--- config.mk ---
export PLATFORM = sky130hd
export DESIGN_NAME = fir4_shiftadd
export DESIGN_NICKNAME = d
export VERILOG_FILES = /design/src/rtl/fir4_pkg.sv /design/src/rtl/fir4_tapline.sv /design/src/rtl/fir4_shiftadd_core.sv /design/src/rtl/fir4_shiftadd.sv
export SDC_FILE = /design/constraint.sdc
export NUM_CORES = 1
export LEC_CHECK = 0
export ABC_AREA = 1
export BUFFER_PORTS_ARGS = -buffer_cell sky130_fd_sc_hd__buf_2
export CORE_MARGIN = 5
export CORE_UTILIZATION = 50
export CTS_CLUSTER_SIZE = 24
export DETAILED_ROUTE_END_ITERATION = 12
export HOLD_SLACK_MARGIN = 0.15
export PLACE_DENSITY_LB_ADDON = 0.05
export SLEW_MARGIN = 20
export SYNTH_ARGS = -nofsm -noshare
export SYNTH_HDL_FRONTEND = slang
export SYNTH_HIERARCHICAL = 1
export SYNTH_SLANG_ARGS = --single-unit
--- constraint.sdc ---
create_clock -name clk -period 7.45 [get_ports clk]
set_input_delay 0 -clock clk [delete_from_list [all_inputs] [get_ports clk]]
set_output_delay 0 -clock clk [all_outputs]
set_load 0.01 [all_outputs]
--- src/rtl/fir4_pkg.sv ---
package fir4_pkg;
    // number of taps in the window
    localparam int NTAP    = 4;
    // growth bits: sum of |coefficient| is 233 < 2^8
    localparam int GUARD_W = 8;
    // edges from an accepted sample to its result
    localparam int LATENCY = 2;
endpackage

--- src/rtl/fir4_tapline.sv ---
module fir4_tapline #(
    parameter int SAMPLE_W = 12,
    parameter int NTAP     = 4
) (
    input  logic                           clk,
    input  logic                           rst_n,
    input  logic                           shift_en,
    input  logic [SAMPLE_W-1:0]            din,
    output logic [NTAP-1:0][SAMPLE_W-1:0]  window
);
    logic [NTAP-1:0][SAMPLE_W-1:0] stage_q;

    always_ff @(posedge clk) begin
        if (!rst_n)
            stage_q[0] <= '0;
        else if (shift_en)
            stage_q[0] <= din;
    end

    for (genvar g = 1; g < NTAP; g++) begin : g_stage
        always_ff @(posedge clk) begin
            if (!rst_n)
                stage_q[g] <= '0;
            else if (shift_en)
                stage_q[g] <= stage_q[g-1];
        end
    end

    assign window = stage_q;
endmodule

--- src/rtl/fir4_shiftadd_core.sv ---
module fir4_shiftadd_core #(
    parameter int SAMPLE_W = 12,
    parameter int NTAP     = 4,
    parameter int OUT_W    = 20
) (
    input  logic [NTAP-1:0][SAMPLE_W-1:0] window,
    output logic signed [OUT_W-1:0]       sum_y
);
    localparam int EXT_W = OUT_W - SAMPLE_W;

    logic signed [OUT_W-1:0] ext [NTAP];

    for (genvar g = 0; g < NTAP; g++) begin : g_ext
        assign ext[g] = {{EXT_W{window[g][SAMPLE_W-1]}}, window[g]};
    end

    logic signed [OUT_W-1:0] pair_even, pair_odd, even_x3;
    logic signed [OUT_W-1:0] even_part, odd_part;

    // pre-added pairs sharing coefficient bit positions
    assign pair_even = ext[0] + ext[2];
    assign pair_odd  = ext[1] + ext[3];
    // weight 3 built once, reused for bits {1,0} and {5,4}
    assign even_x3   = pair_even + (pair_even <<< 1);

    // 59*x0 - 77*x2 = 51*(x0+x2) + 8*x0 - 128*x2
    assign even_part = even_x3 + (even_x3 <<< 4) + (ext[0] <<< 3) - (ext[2] <<< 7);
    // 43*x1 - 54*x3 = 10*(x1+x3) + 33*x1 - 64*x3
    assign odd_part  = (pair_odd <<< 3) + (pair_odd <<< 1) + ext[1] + (ext[1] <<< 5)
                     - (ext[3] <<< 6);

    assign sum_y = even_part + odd_part;
endmodule

--- src/rtl/fir4_shiftadd.sv ---
module fir4_shiftadd #(
    parameter  int SAMPLE_W = 12,
    localparam int OUT_W    = SAMPLE_W + fir4_pkg::GUARD_W
) (
    input  logic                       clk,
    input  logic                       rst_n,
    input  logic                       in_valid,
    input  logic [SAMPLE_W-1:0]        in_sample,
    output logic                       out_valid,
    output logic signed [OUT_W-1:0]    out_data
);
    localparam int NTAP = fir4_pkg::NTAP;

    logic [NTAP-1:0][SAMPLE_W-1:0] win;
    logic signed [OUT_W-1:0]       sum_comb;
    logic                          acc_vld_q;

    fir4_tapline #(.SAMPLE_W(SAMPLE_W), .NTAP(NTAP)) u_taps (
        .clk      (clk),
        .rst_n    (rst_n),
        .shift_en (in_valid),
        .din      (in_sample),
        .window   (win)
    );

    fir4_shiftadd_core #(.SAMPLE_W(SAMPLE_W), .NTAP(NTAP), .OUT_W(OUT_W)) u_core (
        .window (win),
        .sum_y  (sum_comb)
    );

    // accept stage flag
    always_ff @(posedge clk) begin
        if (!rst_n) acc_vld_q <= 1'b0;
        else        acc_vld_q <= in_valid;
    end

    // result stage
    always_ff @(posedge clk) begin
        if (!rst_n) begin
            out_valid <= 1'b0;
            out_data  <= '0;
        end else begin
            out_valid <= acc_vld_q;
            if (acc_vld_q)
                out_data <= sum_comb;
        end
    end
endmodule

# After elaboration in Yosys (flattened, before gate mapping)
# Index checks and enable logic that the tools add are counted.
# Widths: inputs -> output; s select.
# word_totals
ff_bits	70
out_inout_bits	21
elab_cells	18
# op_classes
n_addsub	11
# op_table
operator	n
$add 20x20->20	4
$add 12x12->13	2
$add 20x12->20	1
$add 20x15->20	1
$add 20x17->20	1
$sub 20x18->20	1
$sub 20x19->20	1

# Depth between registers and ports, before layout
# Gate-level depths: netlist (run 1).
# depth
ltp_word	6
mapped_depth	38

# Modules after synthesis
# The synthesis (run 1) kept the hierarchy.
# modules_own_cells
module	n_inst	cells_per_inst	area_each_um2	seq_area_each_um2
fir4_shiftadd_core	1	787	5764.3	0.0
fir4_tapline	1	304	1975.6	960.9
fir4_shiftadd	1	133	948.4	440.4

# Worst setup path before layout (run 1)
# Ideal clock, no wire load.
# synth_timing
path_kind	reg-to-reg
from	register u_taps.stage_q (netlist bit u_taps/window[12])
to	register out_data[19]
arrival_ps	6505
required_ps	7388
setup_slack_ps	883
path_stages_with_launch	36
path_buffers	0
period_less_slack_ps	6567
cell_sequence	dfxtp_1 -> ha_1 -> inv_1 -> fa_1 -> inv_1 -> nand3_1 -> o2111ai_1 -> nand2_1 -> a22oi_1 -> fa_1 -> inv_1 -> ha_1 -> a21oi_1 -> nor2_1 -> a21oi_1 -> o21ai_2 -> xnor2_1 -> fa_1 -> inv_1 -> fa_1 -> inv_1 -> fa_1 -> inv_1 -> fa_1 -> inv_1 -> ha_1 -> inv_1 -> nor3_1 -> nor3b_1 -> a21oi_1 -> nand3b_1 -> nand2_1 -> inv_1 -> nand2_1 -> nand2_1 -> nor2_2
# synth_between
elab_chain_cells	6
# synth_rtl
element	line	text
start, declared	fir4_tapline.sv:11	logic [NTAP-1:0][SAMPLE_W-1:0] stage_q;
start signal, assigned by index	fir4_tapline.sv:25	stage_q[g] <= stage_q[g-1];
$add 12x12->13	fir4_shiftadd_core.sv:22	assign pair_odd = ext[1] + ext[3];
$add 20x20->20	fir4_shiftadd_core.sv:29	assign odd_part = (pair_odd <<< 3) + (pair_odd <<< 1) + ext[1] + (ext[1] <<< 5)
$add 20x12->20	fir4_shiftadd_core.sv:29	
$add 20x17->20 (*)	fir4_shiftadd_core.sv:29	
$sub 20x18->20 (*)	fir4_shiftadd_core.sv:30	- (ext[3] <<< 6);
$add 20x20->20 (*)	fir4_shiftadd_core.sv:32	assign sum_y = even_part + odd_part;
net sum_comb[19]	fir4_shiftadd.sv:15	logic signed [OUT_W-1:0] sum_comb;
end signal, assigned	fir4_shiftadd.sv:45	out_data <= sum_comb;
end, declared	fir4_shiftadd.sv:10	output logic signed [OUT_W-1:0] out_data
# Mark *: on every way through the listed nets, which the timed path passes. The rest lies on a longest branch.
# A chain may end at the register's enable or synchronous reset.

# Worst setup path after layout (run 1)
# layout_timing
from	register u_taps.stage_q (netlist bit u_taps/window[14])
to	register out_data[19]
# The elaborated chain is that of the path after synthesis.

==> out/summary.txt, run 1 <==
Outcome: finished, final reports clean
CP delay by family, top: adder cells
Via count: 7026
First-pass GRT wire length: 33500 µm
CTS tree: built
Slew Limit Headroom: 0.337
Ys flop type: dfxtp_1
Row cnt: 48
Commonest cells post-synth: inv_1, nand2_1, nor2_1, ha_1, fa_1
Worst Path Arrival: 7270 ps
Distinct cell type count after synthesis: 41
Placed Area: 0.00904 mm²
Cell taking the most area after synthesis: fa_1
Synth-to-Final Area Change: 10.7%
Synthesized area: 0.00869 mm²
Finished Cell Area: 0.00962 mm²
Worst hold path class: in -> reg
Post-synthesis sequential area ratio: 0.161
Final setup fails: 0
Mean post-synth cell area: 7.10 µm²
Antenna Nets Post-Route: 0
Wire per inst: 13.3 µm
Die width: 142 µm
Top-count cell post-synth: inv_1
Fmax achieved: 143 MHz
Layout cell share with drive strength beyond 1: 0.103
Boundary pin count: 36
Initial DRT Pass Iterations: 5
Final hold vios: 0
Synthesis Warnings: 6
Largest net degree at the start of global routing: 98
Remaining DRCs: 0
Via/cell ratio: 4.67
Required time of the critical path: 7730 ps
Top-area cell type share of the netlist area: 0.191
CTS Buffer Depth: 2
Clock skew: 5.34 ps
H-tree Lvls: 3
Area of the core: 0.0172 mm²
Async SR Flop Fraction: 0
GPL Wtd Cong: 0.850
Antenna violations before repair: 0
Area contributors post-synth: fa_1, dfxtp_1, inv_1, ha_1, nand2_1
Vias in the first global route: 6885
Mapped Nets: 1408
Post-synth EDFFs: 0
Iter 0 DRT Violations: 370
Cells after Synth: 1224
Critical path class: reg -> reg
Post-route clock period utilization: 0.938
Fill cell count: 1720
CTS Sinks: 70
Post-DP HPWL: 16100 µm
Synthesized flop and latch total: 70
Min cycle time layout: 6990 ps
Buffer and inverter count on the worst path: 7
Critical-path maximum fanout: 5
PortBufs: 35
Critical Path Source Type: register
CTS Buf Count: 9
Die Footprint: 0.0201 mm²
CTS root buf: clkbuf_16
Slew Viols, Final: 0
Critical path capture point type: register
DRT Wirelength: 20000 µm
Nets: 1458
Clock-pin slew on the worst setup and hold paths: 60 ps
Max Cap Viol: 0
Crit-path slowest cell: fa_1
Worst path max stage delay: 530 ps
Fin util: 0.560
Worst-Skew Late Latency: 340 ps
Starting Density: 0.506
Die Y: 142 µm
Gr usage total: 0.209
Worst-margin pin slew: 995 ps
Ant diodes: 0
GR Overflow Total: 0
==> worst paths after layout <==
check	startpoint	endpoint	slack (ps)	depth (start not counted)
min reg2reg	out_data[0]	out_data[0]	470	2
min	rst_n	acc_vld_q	330	4
max reg2reg	u_taps/window[14]	out_data[19]	460	37
max	u_taps/window[14]	out_data[19]	460	37
==> routing by layer <==
metal / wire length [µm] / vias to the layer above / GRT usage
met1: 9550 / 3168 / 0.278
met5: 0 / - / 0
li1: - / 3725 / -
met3: 537 / 30 / 0.0243
met2: 9410 / 103 / 0.356
met4: 488 / 0 / 0.0682
==> per-stage QoR <==
step / worst slack (ps) / setup TNS (ps) / hold WS [ps] / instances
detailed placement: 75.7 / 0 / 294 / 1474
floorplan: 883 / 0 / 97.6 / 1224
global placement: 61.7 / 0 / 290 / 1474
finish: 463 / 0 / 328 / 1504
global route: -26.1 / -26.1 / 368 / 1504
CTS: 14.9 / 0 / 341 / 1502
==> worst reg2reg max path: cells and delay by family, from the launching register on <==
family,cells,cell delay (ps)
adder cells (fa/ha/maj),8,3610
AND/OR/NAND/NOR,15,1670
AO/OA/AOI/OAI,5,710
buffers and inverters,7,370
flip-flops,1,350
XOR/XNOR,2,210
==> cell type report <==
| cell class | count | area, µm² | share of cell area |
|---|---|---|---|
| clock buffers | 9 | 225 | 0.0234 |
| clock inverters | 7 | 97.6 | 0.0101 |
| inverters | 325 | 1220 | 0.127 |
| multi-input cells | 806 | 5980 | 0.622 |
| flip-flops and latches | 70 | 1410 | 0.146 |
| well taps | 225 | 282 | 0.0293 |
| repair buffers | 62 | 408 | 0.0424 |
==> flip-flops by register name (all words and copies together) (netlist names) <==
signal / flops
u_taps/window: 48
out_data: 20
out_valid: 1
acc_vld_q: 1
==> cells in the final DEF (no fill, tap or decap), types with 7 or more instances in the layout <==
cell type,instances
a21oi_1,51
a21oi_2,7
buf_2,35
buf_4,15
clkbuf_16,9
dfxtp_1,67
dlygate4sd3_1,12
fa_1,82
ha_1,80
inv_1,320
nand2_1,242
nand2_2,11
nand3_1,37
nor2_1,150
o21ai_0,14
xnor2_1,13
xor2_1,53
==> kinds of logic (layout without fill, tap and decap cells) <==
| group | Yosys count | count (layout) | synth area share |
|---|---|---|---|
| DFF | 70 | 70 | 0.161 |
| xor gates and xnor gates | 68 | 68 | 0.0685 |
| and+or+nand+nor | 464 | 464 | 0.219 |
| adders and majority gates | 169 | 169 | 0.315 |
| buffers and inverters | 348 | 403 | 0.164 |
| AOI/OAI and AO/OA | 105 | 105 | 0.0724 |
==> what timing repair did <==
item                                    4_1_cts  5_1_grt
gates resized for setup                       0       32
hold endpoints to repair                     12        0
hold buffers                                 12        0
endpoints found under the setup margin        0        9
buffers inserted                              0        2
Power of run 1 is not shown: default switching activity piles up to over one toggle a cycle in this logic, so the estimate is an artifact.
==> run 2: changes to the inputs <==
--- a/config.mk
+++ b/config.mk
@@ -6,13 +6,13 @@
 export NUM_CORES = 1
 export LEC_CHECK = 0
 export ABC_AREA = 1
-export BUFFER_PORTS_ARGS = -buffer_cell sky130_fd_sc_hd__buf_2
+export BUFFER_PORTS_ARGS = -buffer_cell sky130_fd_sc_hd__buf_4
 export CORE_MARGIN = 5
 export CORE_UTILIZATION = 50
 export CTS_CLUSTER_SIZE = 24
 export DETAILED_ROUTE_END_ITERATION = 12
 export HOLD_SLACK_MARGIN = 0.15
-export PLACE_DENSITY_LB_ADDON = 0.05
+export PLACE_DENSITY = 0.67
 export SLEW_MARGIN = 20
 export SYNTH_ARGS = -nofsm -noshare
 export SYNTH_HDL_FRONTEND = slang
==> run 2 against run 1 <==
Wire length is 2.9% lower. Register-to-register slack hardly changed. Cell area is 0.62% higher. Sequential share of layout area is 0.065 points lower. Count of clock-buffer cells in the layout stayed put. Utilization is 0.35 points higher. Non-clock buffer count is 5 lower. Global-route usage is 0.92 points lower. Flip-flop and latch count stayed put. Worst hold slack worse by 110 ps. Clock skew is 2.5 ps higher. Die area stayed put. Critical path type unchanged.
==> out/summary.txt, run 2 (synthesized netlist as in run 1, its figures left out) <==
Outcome: finished, final reports clean
Nets: 1453
Place WS: 56.4 ps
Antenna Nets Post-Route: 0
Required time of the critical path: 7740 ps
Fill cell count: 1699
Critical-path maximum fanout: 5
Synth-to-Final Area Change: 11.4%
H-tree Lvls: 3
CTS root buf: clkbuf_16
Slew Viols, Final: 0
Worst path max stage delay: 530 ps
Row cnt: 48
Fmax achieved: 143 MHz
Min cycle time layout: 7000 ps
Final setup fails: 0
Wire per inst: 12.9 µm
FF-to-FF Start: u_taps/window[14]
DRT Wirelength: 19400 µm
Initial DRT Pass Iterations: 5
Hold endpoint: u_taps/window[24]
Iter 0 DRT Violations: 318
Final worst slack: 449 ps
CTS Buf Count: 9
Worst path most repeated cell: inv_1
Commonest non-fill, non-tap cell in the layout: inv_1
CTS tree: built
Antenna violations before repair: 0
Most frequent cells in the layout: inv_1, nand2_1, nor2_1, fa_1, ha_1
GR Overflow Total: 0
Worst Path Arrival: 7290 ps
Boundary pin count: 36
Crit-path slowest cell: fa_1
Die Footprint: 0.0201 mm²
Max Cap Viol: 0
Area of the core: 0.0172 mm²
Clock-pin slew on the worst setup and hold paths: 60 ps
Critical path capture point type: register
Die width: 142 µm
Worst hold path class: in -> reg
Worst-case reg-to-reg path depth: 37
First-pass GRT wire length: 32400 µm
WHS Path Cells: 3
GPL Wtd Cong: 0.867
Worst reg2reg path endpoint: out_data[19]
CTS Sinks: 70
Ant diodes: 0
Via count: 7088
Critical Path Source Type: register
Critical path class: reg -> reg
Fin Setup TNS: 0 ps
Post-route clock period utilization: 0.940
Max FFs per register: 48
Gr usage total: 0.200
Final hold vios: 0
Largest net degree at the start of global routing: 98
Flop2flop setup slack: 450 ps
Hold_sp: rst_n
Remaining DRCs: 0
Worst-Skew Late Latency: 350 ps
CTS Buffer Depth: 2
PortBufs: 35
Layout cell share with drive strength beyond 1: 0.103
Via/cell ratio: 4.73
Vias in the first global route: 6727
Clock skew: 7.81 ps
Post-DP HPWL: 15300 µm
Die Y: 142 µm
Starting Density: 0.506
Slew Limit Headroom: 0.349
Worst-margin pin slew: 976 ps
## run 2: repair_timing
action                     CTS  global route
resized for setup            1            37
pin swaps                    0             3
setup endpoints to repair    1             8
hold buffers                12             0
hold endpoints to repair    12             0
setup buffers                0             4
## run 2: metrics by stage
| stage | hold WS (ps) | area, µm² | std cells | util |
|---|---|---|---|---|
| 2_1_floorplan | 97.6 | 8690 | 1224 | - |
| 3_3_place_gp | 289 | 9070 | 1467 | 0.528 |
| 3_5_place_dp | 299 | 9070 | 1467 | 0.528 |
| 4_1_cts | 217 | 9490 | 1495 | 0.552 |
| 5_1_grt | 251 | 9680 | 1499 | 0.564 |
| 6_report | 223 | 9680 | 1499 | 0.564 |
## run 2: worst max-delay path, delay by kind of cell, from the launching register on
family          cells  cell delay (ps)
flops               1              410
fa+ha+maj           8             3430
compound gates      6              870
buf+inv             8              480
xor+xnor            2              270
simple gates       13             1460
## run 2: worst max-delay path by stage
| stage | startpoint | to | slack [ps] | cells past startpoint |
|---|---|---|---|---|
| after floorplan | u_taps/window[12] | out_data[19] | 880 | 35 |
| after global placement | u_taps/window[16] | out_data[19] | 80 | 37 |
| after detailed placement | u_taps/window[16] | out_data[19] | 60 | 37 |
| after CTS | u_taps/window[12] | out_data[19] | 70 | 35 |
| after global routing | u_taps/window[15] | out_data[19] | -20 | 37 |
| final | u_taps/window[14] | out_data[19] | 450 | 37 |
## run 2: cell type report
| class | count | area [µm²] | share of cell area |
|---|---|---|---|
| Clock buffer | 9 | 225 | 0.0233 |
| Clock inverter | 7 | 65.1 | 0.00672 |
| Inverter | 325 | 1220 | 0.126 |
| Multi-Input combinational cell | 806 | 6020 | 0.622 |
| Sequential cell | 70 | 1410 | 0.145 |
| Tap cell | 225 | 282 | 0.0291 |
| Timing Repair Buffer | 57 | 458 | 0.0473 |
## run 2: per-layer routing
metal / vias to the layer above / part of all wire / track usage
met5: - / 0 / 0
met4: 0 / 0.021 / 0.0576
met3: 23 / 0.028 / 0.0297
met2: 98 / 0.48 / 0.333
met1: 3233 / 0.47 / 0.271
li1: 3734 / - / -
Power of run 2 is left out for the same reason.
==> run 3: changes to the inputs <==
--- a/config.mk
+++ b/config.mk
@@ -13,6 +13,7 @@
 export DETAILED_ROUTE_END_ITERATION = 12
 export HOLD_SLACK_MARGIN = 0.15
 export PLACE_DENSITY = 0.67
+export RECOVER_POWER = 25
 export SLEW_MARGIN = 20
 export SYNTH_ARGS = -nofsm -noshare
 export SYNTH_HDL_FRONTEND = slang
==> run 3 against run 2 <==
The flow now finishes with violations (max-capacitance violations, max-slew violations). Final cell count unchanged. Clock skew about the same. Utilization decreased by 0.28 points. Largest cell class unchanged.
==> out/summary.txt, run 3 (synthesized netlist as in run 1, its figures left out) <==
Vias in the first global route: 6727
Post-route clock period utilization: 0.940
Wire per inst: 13.0 µm
Slew Viols, Final: 98
Clock skew: 8.25 ps
Via count: 7087
Fmax achieved: 143 MHz
Critical path capture point type: register
Worst Path Arrival: 7290 ps
Most frequent cells in the layout: inv_1, nand2_1, nor2_1, fa_1, ha_1
Failing checks: max-capacitance violations, max-slew violations
Synth-to-Final Area Change: 10.9%
PortBufs: 35
Row cnt: 48
Fin util: 0.561
Worst-Skew Late Latency: 350 ps
Post-DP HPWL: 15300 µm
Initial DRT Pass Iterations: 5
Commonest non-fill, non-tap cell in the layout: inv_1
Largest net degree at the start of global routing: 98
Ant diodes: 0
Worst hold path class: in -> reg
Crit-path slowest cell: fa_1
Worst path most repeated cell: inv_1
Placed Area: 0.00907 mm²
Worst path max stage delay: 530 ps
Worst reg2reg path endpoint: out_data[19]
Die Y: 142 µm
Nets: 1453
Critical-path maximum fanout: 5
Iter 0 DRT Violations: 336
Worst hold slack: 223 ps
DRT Wirelength: 19400 µm
CTS root buf: clkbuf_16
Die width: 142 µm
Flop2flop setup slack: 450 ps
Critical Path Source Type: register
CTS Sinks: 70
Critical path endpoint: out_data[19]
Slew Limit Headroom: -1.68
First-pass GRT wire length: 32400 µm
Final hold vios: 0
Crit path from: u_taps/window[14]
H-tree Lvls: 3
Max Cap Viol: 1
GPL Wtd Cong: 0.867
Place WS: 56.4 ps
Remaining DRCs: 0
Antenna Nets Post-Route: 0
Antenna violations before repair: 0
Final setup fails: 0
Area of the core: 0.0172 mm²
Boundary pin count: 36
CTS tree: built
CTS Buffer Depth: 2
Layout cell share with drive strength beyond 1: 0.0926
Die Footprint: 0.0201 mm²
Min cycle time layout: 7000 ps
Via/cell ratio: 4.73
Clock-pin slew on the worst setup and hold paths: 60 ps
Required time of the critical path: 7740 ps
Worst-margin pin slew: 4020 ps
Critical path class: reg -> reg
GR Overflow Total: 0
Gr usage total: 0.200
Worst-case reg-to-reg path depth: 37
Final worst slack: 448 ps
Outcome: finished, violations left
Max FFs per register: 48
FF-to-FF Start: u_taps/window[14]
CTS Buf Count: 9
Finished Cell Area: 0.00963 mm²
Starting Density: 0.506
## run 3: changes by cell type in the layout (fill, tap and decap cells not counted)
cell      before  now
clkbuf_1       0   13
buf_4         45   32
## run 3: timing repair
action / in CTS / in global routing
setup endpoints to repair: 1 / 8
hold buffers: 12 / 0
hold endpoints to repair: 12 / 0
resized for setup: 1 / 37
pin swaps: 0 / 3
setup buffers: 0 / 4
## run 3: through the flow
step | instances | setup TNS (ps)
final | 1499 | 0
after global routing | 1499 | -20.3
after CTS | 1495 | 0
after detailed placement | 1467 | 0
after global placement | 1467 | 0
after floorplan | 1224 | 0
## run 3: how the worst min path moves through the flow
stage	slack (ps)	from	cells after the start	end
global route	250	rst_n	3	u_taps/window[0]
CTS	220	rst_n	3	u_taps/window[24]
global placement	290	in_sample[5]	5	u_taps/window[5]
floorplan	100	in_valid	2	acc_vld_q
finish	220	rst_n	3	u_taps/window[24]
detailed placement	300	in_sample[1]	5	u_taps/window[1]
## run 3: cell type report
class | count | area (µm²)
multi-input cells | 806 | 6020
repair buffers | 57 | 409
well taps | 225 | 282
clock buffers | 9 | 225
flip-flops and latches | 70 | 1410
inverters | 325 | 1220
fillers | 1718 | 7540
clock inverters | 7 | 65.1
## run 3: worst max-delay path: cells and delay by family (launching register included)
family / cells / cell delay (ps)
adder cells (fa/ha/maj): 8 / 3430
AND/OR/NAND/NOR: 13 / 1460
AO/OA/AOI/OAI: 6 / 870
buffers and inverters: 8 / 480
flip-flops: 1 / 410
XOR/XNOR: 2 / 270
## run 3: routing by layer
metal	up-vias	wire [µm]	track usage	share of wire
li1	3734	-	-	-
met1	3237	9240	0.271	0.48
met2	93	9260	0.333	0.48
met3	23	529	0.0297	0.027
met4	0	410	0.0576	0.021
met5	-	0	0	0
Power of run 3 is left out for the same reason.
